[src/rtl/bt_host_pkg.sv]
package bt_host_pkg;

    typedef enum logic [1:0] {
        OFS_CTRL = 2'd0,
        OFS_DATA = 2'd1,
        OFS_MASK = 2'd2,
        OFS_HOLE = 2'd3
    } bt_ofs_e;

    localparam int unsigned B_CLR_WR   = 0;
    localparam int unsigned B_CLR_RD   = 1;
    localparam int unsigned B_DOORBELL = 2;
    localparam int unsigned B_RSP_ATN  = 3;
    localparam int unsigned B_SMS_ATN  = 4;
    localparam int unsigned B_HBUSY    = 6;
    localparam int unsigned B_BBUSY    = 7;

    localparam logic [7:0] EMPTY_BYTE = 8'hFF;

    typedef struct packed {
        logic bbusy;
        logic hbusy;
        logic sms_atn;
        logic rsp_atn;
    } bt_flags_t;

    typedef struct packed {
        logic clr_wr;
        logic clr_rd;
        logic doorbell;
        logic ack_rsp;
        logic ack_sms;
        logic flip_hbusy;
    } bt_cmd_t;

    function automatic bt_cmd_t decode_cmd(input logic [7:0] b);
        bt_cmd_t c;
        c.clr_wr     = b[B_CLR_WR];
        c.clr_rd     = b[B_CLR_RD];
        c.doorbell   = b[B_DOORBELL];
        c.ack_rsp    = b[B_RSP_ATN];
        c.ack_sms    = b[B_SMS_ATN];
        c.flip_hbusy = b[B_HBUSY];
        return c;
    endfunction

    function automatic logic [7:0] pack_flags(input bt_flags_t f);
        logic [7:0] b;
        b            = 8'h00;
        b[B_BBUSY]   = f.bbusy;
        b[B_HBUSY]   = f.hbusy;
        b[B_SMS_ATN] = f.sms_atn;
        b[B_RSP_ATN] = f.rsp_atn;
        return b;
    endfunction

endpackage

[src/rtl/bt_ctrl_flags.sv]
module bt_ctrl_flags
    import bt_host_pkg::*;
(
    input  logic      clk,
    input  logic      rst,
    input  logic      ctrl_wr,
    input  bt_cmd_t   cmd,
    input  logic      rsp_load,
    input  logic      sms_set,
    output bt_flags_t flags,
    output logic      req_ready
);

    bt_flags_t nxt;

    always_comb begin
        nxt = flags;
        if (ctrl_wr) begin
            if (cmd.ack_rsp)    nxt.rsp_atn = 1'b0;
            if (cmd.ack_sms)    nxt.sms_atn = 1'b0;
            if (cmd.flip_hbusy) nxt.hbusy   = ~flags.hbusy;
        end
        if (rsp_load) begin
            nxt.rsp_atn = 1'b1;
            nxt.bbusy   = 1'b0;
        end
        if (sms_set) nxt.sms_atn = 1'b1;
        if (ctrl_wr && cmd.doorbell) nxt.bbusy = 1'b1;
    end

    always_ff @(posedge clk) begin
        if (rst) begin
            flags     <= '0;
            req_ready <= 1'b0;
        end else begin
            flags     <= nxt;
            req_ready <= ctrl_wr && cmd.doorbell;
        end
    end

    a_r6_ready_means_busy: assert property (@(posedge clk) disable iff (rst)
        req_ready |-> flags.bbusy);

    a_r5_hbusy_flips: assert property (@(posedge clk) disable iff (rst)
        (ctrl_wr && cmd.flip_hbusy) |=> (flags.hbusy != $past(flags.hbusy)));

    a_r10_sms_wins: assert property (@(posedge clk) disable iff (rst)
        sms_set |=> flags.sms_atn);

    a_r9_load_raises_atn: assert property (@(posedge clk) disable iff (rst)
        rsp_load |=> flags.rsp_atn);

endmodule

[src/rtl/bt_req_buf.sv]
module bt_req_buf #(
    parameter int unsigned CAP = 64
) (
    input  logic                          clk,
    input  logic                          rst,
    input  logic                          wr_en,
    input  logic [7:0]                    wdata,
    input  logic                          clr,
    input  logic [$clog2(CAP)-1:0]        rd_idx,
    output logic [7:0]                    rd_byte,
    output logic [$clog2(CAP+1):0]        count
);

    localparam int unsigned IW = $clog2(CAP);
    localparam int unsigned CW = $clog2(CAP + 1) + 1;

    logic [7:0] mem [CAP];
    logic       in_room;

    assign in_room = count < CW'(CAP);
    assign rd_byte = mem[rd_idx];

    always_ff @(posedge clk) begin
        if (wr_en && in_room) mem[count[IW-1:0]] <= wdata;
    end

    always_ff @(posedge clk) begin
        if (rst || clr) begin
            count <= '0;
        end else if (wr_en && (count != {CW{1'b1}})) begin
            count <= count + CW'(1);
        end
    end

    a_r7_count_no_wrap: assert property (@(posedge clk) disable iff (rst)
        !clr |=> count >= $past(count));

    a_r3_clear_zeroes: assert property (@(posedge clk) disable iff (rst)
        clr |=> count == '0);

endmodule

[src/rtl/bt_rsp_buf.sv]
module bt_rsp_buf #(
    parameter int unsigned CAP = 64
) (
    input  logic                      clk,
    input  logic                      rst,
    input  logic                      fill_en,
    input  logic [$clog2(CAP)-1:0]    fill_idx,
    input  logic [7:0]                fill_byte,
    input  logic                      load,
    input  logic [$clog2(CAP+1)-1:0]  load_len,
    input  logic                      host_rd,
    input  logic                      clr_pos,
    output logic [7:0]                rd_byte
);

    import bt_host_pkg::*;

    localparam int unsigned IW = $clog2(CAP);
    localparam int unsigned LW = $clog2(CAP + 1);

    logic [7:0]    mem [CAP];
    logic [LW-1:0] pos_q;
    logic [LW-1:0] len_q;
    logic [LW-1:0] len_clamped;
    logic          pending;

    assign pending     = pos_q < len_q;
    assign len_clamped = (load_len > LW'(CAP)) ? LW'(CAP) : load_len;
    assign rd_byte     = pending ? mem[pos_q[IW-1:0]] : EMPTY_BYTE;

    always_ff @(posedge clk) begin
        if (fill_en) mem[fill_idx] <= fill_byte;
    end

    always_ff @(posedge clk) begin
        if (rst) begin
            pos_q <= '0;
            len_q <= '0;
        end else if (load) begin
            pos_q <= '0;
            len_q <= len_clamped;
        end else if (clr_pos) begin
            pos_q <= '0;
        end else if (host_rd && pending) begin
            if ((pos_q + LW'(1)) == len_q) begin
                pos_q <= '0;
                len_q <= '0;
            end else begin
                pos_q <= pos_q + LW'(1);
            end
        end
    end

    a_r8_pos_consistent: assert property (@(posedge clk) disable iff (rst)
        (pos_q < len_q) || (pos_q == '0));

    a_r9_len_capped: assert property (@(posedge clk) disable iff (rst)
        len_q <= LW'(CAP));

    a_r8_empty_reads_ff: assert property (@(posedge clk) disable iff (rst)
        !pending |-> rd_byte == EMPTY_BYTE);

endmodule

[src/rtl/bt_host_regs.sv]
module bt_host_regs
    import bt_host_pkg::*;
#(
    parameter int unsigned CAP = 64,
    localparam int unsigned IW = $clog2(CAP),
    localparam int unsigned LW = $clog2(CAP + 1),
    localparam int unsigned CW = $clog2(CAP + 1) + 1
) (
    input  logic          clk,
    input  logic          rst,
    input  logic          host_rd,
    input  logic          host_wr,
    input  logic [1:0]    host_addr,
    input  logic [7:0]    host_wdata,
    output logic [7:0]    host_rdata,
    input  logic [7:0]    mask_status,
    output logic          mask_wr,
    output logic [7:0]    mask_wdata,
    input  logic          sms_set,
    output logic          req_ready,
    output logic [CW-1:0] req_count,
    input  logic [IW-1:0] req_rd_idx,
    output logic [7:0]    req_rd_byte,
    input  logic          rsp_fill_en,
    input  logic [IW-1:0] rsp_fill_idx,
    input  logic [7:0]    rsp_fill_byte,
    input  logic          rsp_load,
    input  logic [LW-1:0] rsp_len
);

    bt_ofs_e   ofs;
    bt_cmd_t   cmd;
    bt_flags_t flags;
    logic      ctrl_wr;
    logic      data_wr;
    logic      data_rd;
    logic [7:0] rsp_byte;

    assign ofs        = bt_ofs_e'(host_addr);
    assign cmd        = decode_cmd(host_wdata);
    assign ctrl_wr    = host_wr && (ofs == OFS_CTRL);
    assign data_wr    = host_wr && (ofs == OFS_DATA);
    assign data_rd    = host_rd && (ofs == OFS_DATA);
    assign mask_wr    = host_wr && (ofs == OFS_MASK);
    assign mask_wdata = host_wdata;

    bt_ctrl_flags u_flags (
        .clk       (clk),
        .rst       (rst),
        .ctrl_wr   (ctrl_wr),
        .cmd       (cmd),
        .rsp_load  (rsp_load),
        .sms_set   (sms_set),
        .flags     (flags),
        .req_ready (req_ready)
    );

    bt_req_buf #(.CAP(CAP)) u_req (
        .clk     (clk),
        .rst     (rst),
        .wr_en   (data_wr),
        .wdata   (host_wdata),
        .clr     (ctrl_wr && cmd.clr_wr),
        .rd_idx  (req_rd_idx),
        .rd_byte (req_rd_byte),
        .count   (req_count)
    );

    bt_rsp_buf #(.CAP(CAP)) u_rsp (
        .clk       (clk),
        .rst       (rst),
        .fill_en   (rsp_fill_en),
        .fill_idx  (rsp_fill_idx),
        .fill_byte (rsp_fill_byte),
        .load      (rsp_load),
        .load_len  (rsp_len),
        .host_rd   (data_rd),
        .clr_pos   (ctrl_wr && cmd.clr_rd),
        .rd_byte   (rsp_byte)
    );

    always_comb begin
        unique case (ofs)
            OFS_CTRL: host_rdata = pack_flags(flags);
            OFS_DATA: host_rdata = rsp_byte;
            OFS_MASK: host_rdata = mask_status;
            default:  host_rdata = EMPTY_BYTE;
        endcase
    end

    a_r1_hole_reads_ff: assert property (@(posedge clk) disable iff (rst)
        (host_rd && host_addr == 2'd3) |-> host_rdata == 8'hFF);

    a_r1_hole_write_inert: assert property (@(posedge clk) disable iff (rst)
        (host_wr && host_addr == 2'd3 && !rsp_load && !sms_set) |=> $stable(req_count) && $stable(flags));

    a_r11_mask_no_flag_change: assert property (@(posedge clk) disable iff (rst)
        (mask_wr && !rsp_load && !sms_set) |=> $stable(flags));

endmodule

[config.mk]
export PLATFORM = sky130hd
export DESIGN_NAME = bt_host_regs
export DESIGN_NICKNAME = d
export VERILOG_FILES = /design/src/rtl/bt_host_pkg.sv /design/src/rtl/bt_ctrl_flags.sv /design/src/rtl/bt_req_buf.sv /design/src/rtl/bt_rsp_buf.sv /design/src/rtl/bt_host_regs.sv
export SDC_FILE = /design/constraint.sdc
export NUM_CORES = 1
export LEC_CHECK = 0
export BUFFER_PORTS_ARGS = -buffer_cell sky130_fd_sc_hd__buf_2
export CELL_PAD_IN_SITES_DETAIL_PLACEMENT = 1
export CELL_PAD_IN_SITES_GLOBAL_PLACEMENT = 1
export CORE_UTILIZATION = 50
export DETAILED_ROUTE_END_ITERATION = 7
export MAX_ROUTING_LAYER = met4
export PLACE_DENSITY = 0.73
export SLEW_MARGIN = 10
export SYNTH_ARGS = -nofsm -noshare
export SYNTH_HDL_FRONTEND = slang
export SYNTH_SLANG_ARGS = --single-unit
[constraint.sdc]
create_clock -name clk -period 3 [get_ports clk]
set_clock_uncertainty 0.1 [all_clocks]
set_input_delay 0.6 -clock clk [delete_from_list [all_inputs] [get_ports clk]]
set_output_delay 0.6 -clock clk [all_outputs]
set_load 0.02 [all_outputs]
==> flow_metrics.tcl <==
set metrics [dict create \
    drtAntennaViolNets 0 \
    placed_area_mm2 0.0454 \
    num_antenna_cells 0 \
    yosysSeqAreaShare_pct 75.4 \
    initial_core_util_pct 50.7 \
    vias 22417 \
    post-place-ws_ns -0.462 \
    cts-hold-fix-buffers 0 \
    postLayoutCoreUtil_pct 61.0 \
    ys.warnings.count 0 \
    syn-instance-count 1986 \
    grt_remaining_overflow 0 \
    fmax_mhz 257 \
    violations "negative setup slack" \
    max_slew.worst_pin.slew_ns 1.15 \
    mostFrequentLayoutCell "sky130_fd_sc_hd__edfxtp_1" \
    core_region_area_mm2 0.0822 \
    crit_path_cell_trace "buf_12 -> buf_12 -> mux4_2 -> o21ai_0 -> o21ai_2 -> mux2i_4 -> or4_4 -> o211ai_1 -> buf_4" \
    hp_class "in2reg" \
    post_route_cells_drive_above_1_share_pct 37.8 \
    maxSlewViolCount 0 \
    finalHoldViolCount 0 \
    cp_common_cell "sky130_fd_sc_hd__buf_12" \
    floorplan.die_area_mm2 0.0845 \
    synth-seq-cells 1057 \
    hpwlAfterDp_um 72000 \
    globalplace.congestion 0.902 \
    setup_viol 16 \
    vias_in_the_first_global_route 24016 \
    clk_path_buf_depth 3 \
    cts_made_buffers 108 \
    final.fill_count 6909 \
    worst_r2r_path_depth 8 \
    seq_area_mm2 0.0314 \
    design.portCount 86 \
    initialDrtViolationCount 2367 \
    placement_rows 105 \
    io_buffer_count 85 \
    endpoint_kind "primary output" \
    synth-edff-count 1024 \
    clk-insertion-delay-late_ns 0.67 \
    fin_nets 2470 \
    fin_ws_ns -0.898 \
    detail_route.wl_per_cell_um 32.7 \
    syn_avg_cell_area_um2 21.0 \
    route.detailed.drc 0 \
    critPathLaunchType "flop" \
    power.density_cell_area_mw_per_mm2 628 \
    max-cap-violations 0 \
    drt-pass1-iter-count 5 \
    slew-limit-headroom_pct 23.1 \
    clkSlewWorstSetupHoldPaths_ns 0.06 \
    areaGrowthSynthToFinish_pct 20.4 \
    fin_area_mm2 0.0502 \
    worstSetupPathType "reg2out" \
    status "complete, but fails checks" \
    cts_root_buf "sky130_fd_sc_hd__clkbuf_16" \
    crit_path_top_delay_cell "sky130_fd_sc_hd__mux4_2" \
    worstPathRequired_ns 2.30 \
    finalCritPeriodShare_pct 130 \
    period_minus_slack_ns 3.90 \
    tritoncts "done" \
    combined_area_of_the_multi_input_logic_cells_mm2 0.00997 \
    finalWirelength_um 117000 \
    crit_arrival_ns 3.20 \
    grt_start_max_net_pins 66 \
    die_wd_um 291 \
    r2r_setup_slack_ns 0.39 \
    fin_worst_hold_slack_ns 0.0458 \
    synth-main-ff-cell "sky130_fd_sc_hd__edfxtp_1" \
    grt_usage_pct 28.7 \
    cts.htree.levels 3 \
    syn_nets 2047 \
    critical_path.max_fanout 6 \
    vdd_ir_drop_max_v 0.000682 \
    highest_count_cells_in_the_layout_ignoring_fill_and_taps "sky130_fd_sc_hd__edfxtp_1 (1024), sky130_fd_sc_hd__mux4_2 (281), sky130_fd_sc_hd__buf_4 (280)" \
    cts_sinks 1057 \
    asyncSetResetFlopFracSynth_pct 0 \
    grt_setup_unrepaired "true" \
    number_of_cells_on_the_worst_hold_path 3 \
    first_pass_grt_wire_length_um 168000 \
    static-leakage-power_nw 16.3 \
    cp_slowest_stage_delay_ns 0.52 \
    synth_cell_types 72 \
    via_per_inst 6.28 \
    die_y_um 291 \
    grt_antenna_before_repair 0 \
    netlist_area_mm2 0.0417 \
]
flip-flops by register name (all words and copies together) (netlist names), named ones only:
name and cells:
u_req.mem 512, u_rsp.mem 512, u_flags.flags 4, u_rsp.pos_q 7, u_rsp.len_q 7, u_flags.req_ready 1
u_req.count 8
cell usage after synthesis (9+ instances only):
library cell	instances	area, µm²
sky130_fd_sc_hd__a21oi_1	10	50.1
sky130_fd_sc_hd__a22o_1	14	123
sky130_fd_sc_hd__a22oi_1	15	113
sky130_fd_sc_hd__buf_1	9	33.8
sky130_fd_sc_hd__buf_2	25	125
sky130_fd_sc_hd__buf_4	21	158
sky130_fd_sc_hd__clkbuf_1	47	176
sky130_fd_sc_hd__dfxtp_1	33	661
sky130_fd_sc_hd__edfxtp_1	1024	30700
sky130_fd_sc_hd__ha_1	9	113
sky130_fd_sc_hd__inv_1	14	52.6
sky130_fd_sc_hd__mux2i_1	34	340
sky130_fd_sc_hd__mux4_1	10	263
sky130_fd_sc_hd__mux4_2	276	6220
sky130_fd_sc_hd__nand2_1	40	150
sky130_fd_sc_hd__nand2b_1	11	68.8
sky130_fd_sc_hd__nand3_1	24	120
sky130_fd_sc_hd__nand3b_1	10	75.1
sky130_fd_sc_hd__nor2_1	158	593
sky130_fd_sc_hd__nor2b_1	25	156
sky130_fd_sc_hd__nor3_1	14	70.1
sky130_fd_sc_hd__o21ai_0	21	105
sky130_fd_sc_hd__o22ai_1	17	106
critical path, delay by kind of cell, from the launching register on:
family / cells / cell delay (ns)
flops: 1 / 0.47
simple gates: 1 / 0.16
mux: 2 / 0.72
compound gates: 3 / 0.64
buf+inv: 3 / 0.56
worst paths after layout:
check | startpoint | endpoint
max | flop | host_rdata[3]
min | sms_set | u_flags.flags[1]$_SDFFE_PP0P_
max reg2reg | u_rsp.pos_q[1]$_SDFFE_PP0P_ | flop
min reg2reg | u_flags.flags[3]$_SDFFE_PP0P_ | u_flags.flags[3]$_SDFFE_PP0P_
per-layer routing:
layer	GRT usage (%)	up-vias	wire length, µm
met2	48.9	1102	61200
met1	34.8	11961	42900
met4	11.7	0	5100
met3	3.62	243	7310
li1	-	9111	-
met5	-	-	0
layout make-up:
cell class                 count  share of cell area [%]
inverter                      14                   0.105
clock buffer                 127                    5.63
tap                         1070                    2.67
multi-input combinational    803                    19.9
timing repair buffer         425                    7.52
clock inverter                72                    1.61
sequential                  1057                    62.6
where the power goes:
group	internal [W]	switching [W]	leakage, nW
combinational	0.000585	0.000844	5.04
clock	0.00811	0.00570	1.75
sequential	0.0162	0.0000272	9.48
total	0.0249	0.00657	16.3
kinds of logic after synthesis:
family,count (synthesis),share of synthesized area [%]
AO/OA/AOI/OAI,135,2.39
XOR/XNOR,15,0.315
adder cells (fa/ha/maj),9,0.270
buffers and inverters,126,1.61
flip-flops,1057,75.4
multiplexers,321,16.4
AND/OR/NAND/NOR,323,3.67
per-stage QoR:
step / power, W / TNS, ns / cells
3_3_place_gp: 0.0178 / -5.18 / 3325
5_1_grt: 0.0321 / -9.71 / 3568
4_1_cts: 0.0315 / -9.45 / 3556
2_1_floorplan: 0.0172 / -0.0151 / 1986
6_report: 0.0315 / -9.14 / 3568
3_5_place_dp: 0.0178 / -5.51 / 3325
what timing repair did:
item | 4_1_cts | 5_1_grt
cloned | 8 | 1
gates resized for setup | 143 | 51
setup buffers | 27 | 21
setup endpoints to repair | 16 | 16
pin swaps | 28 | 29
Power figures use the tool's default switching activity.
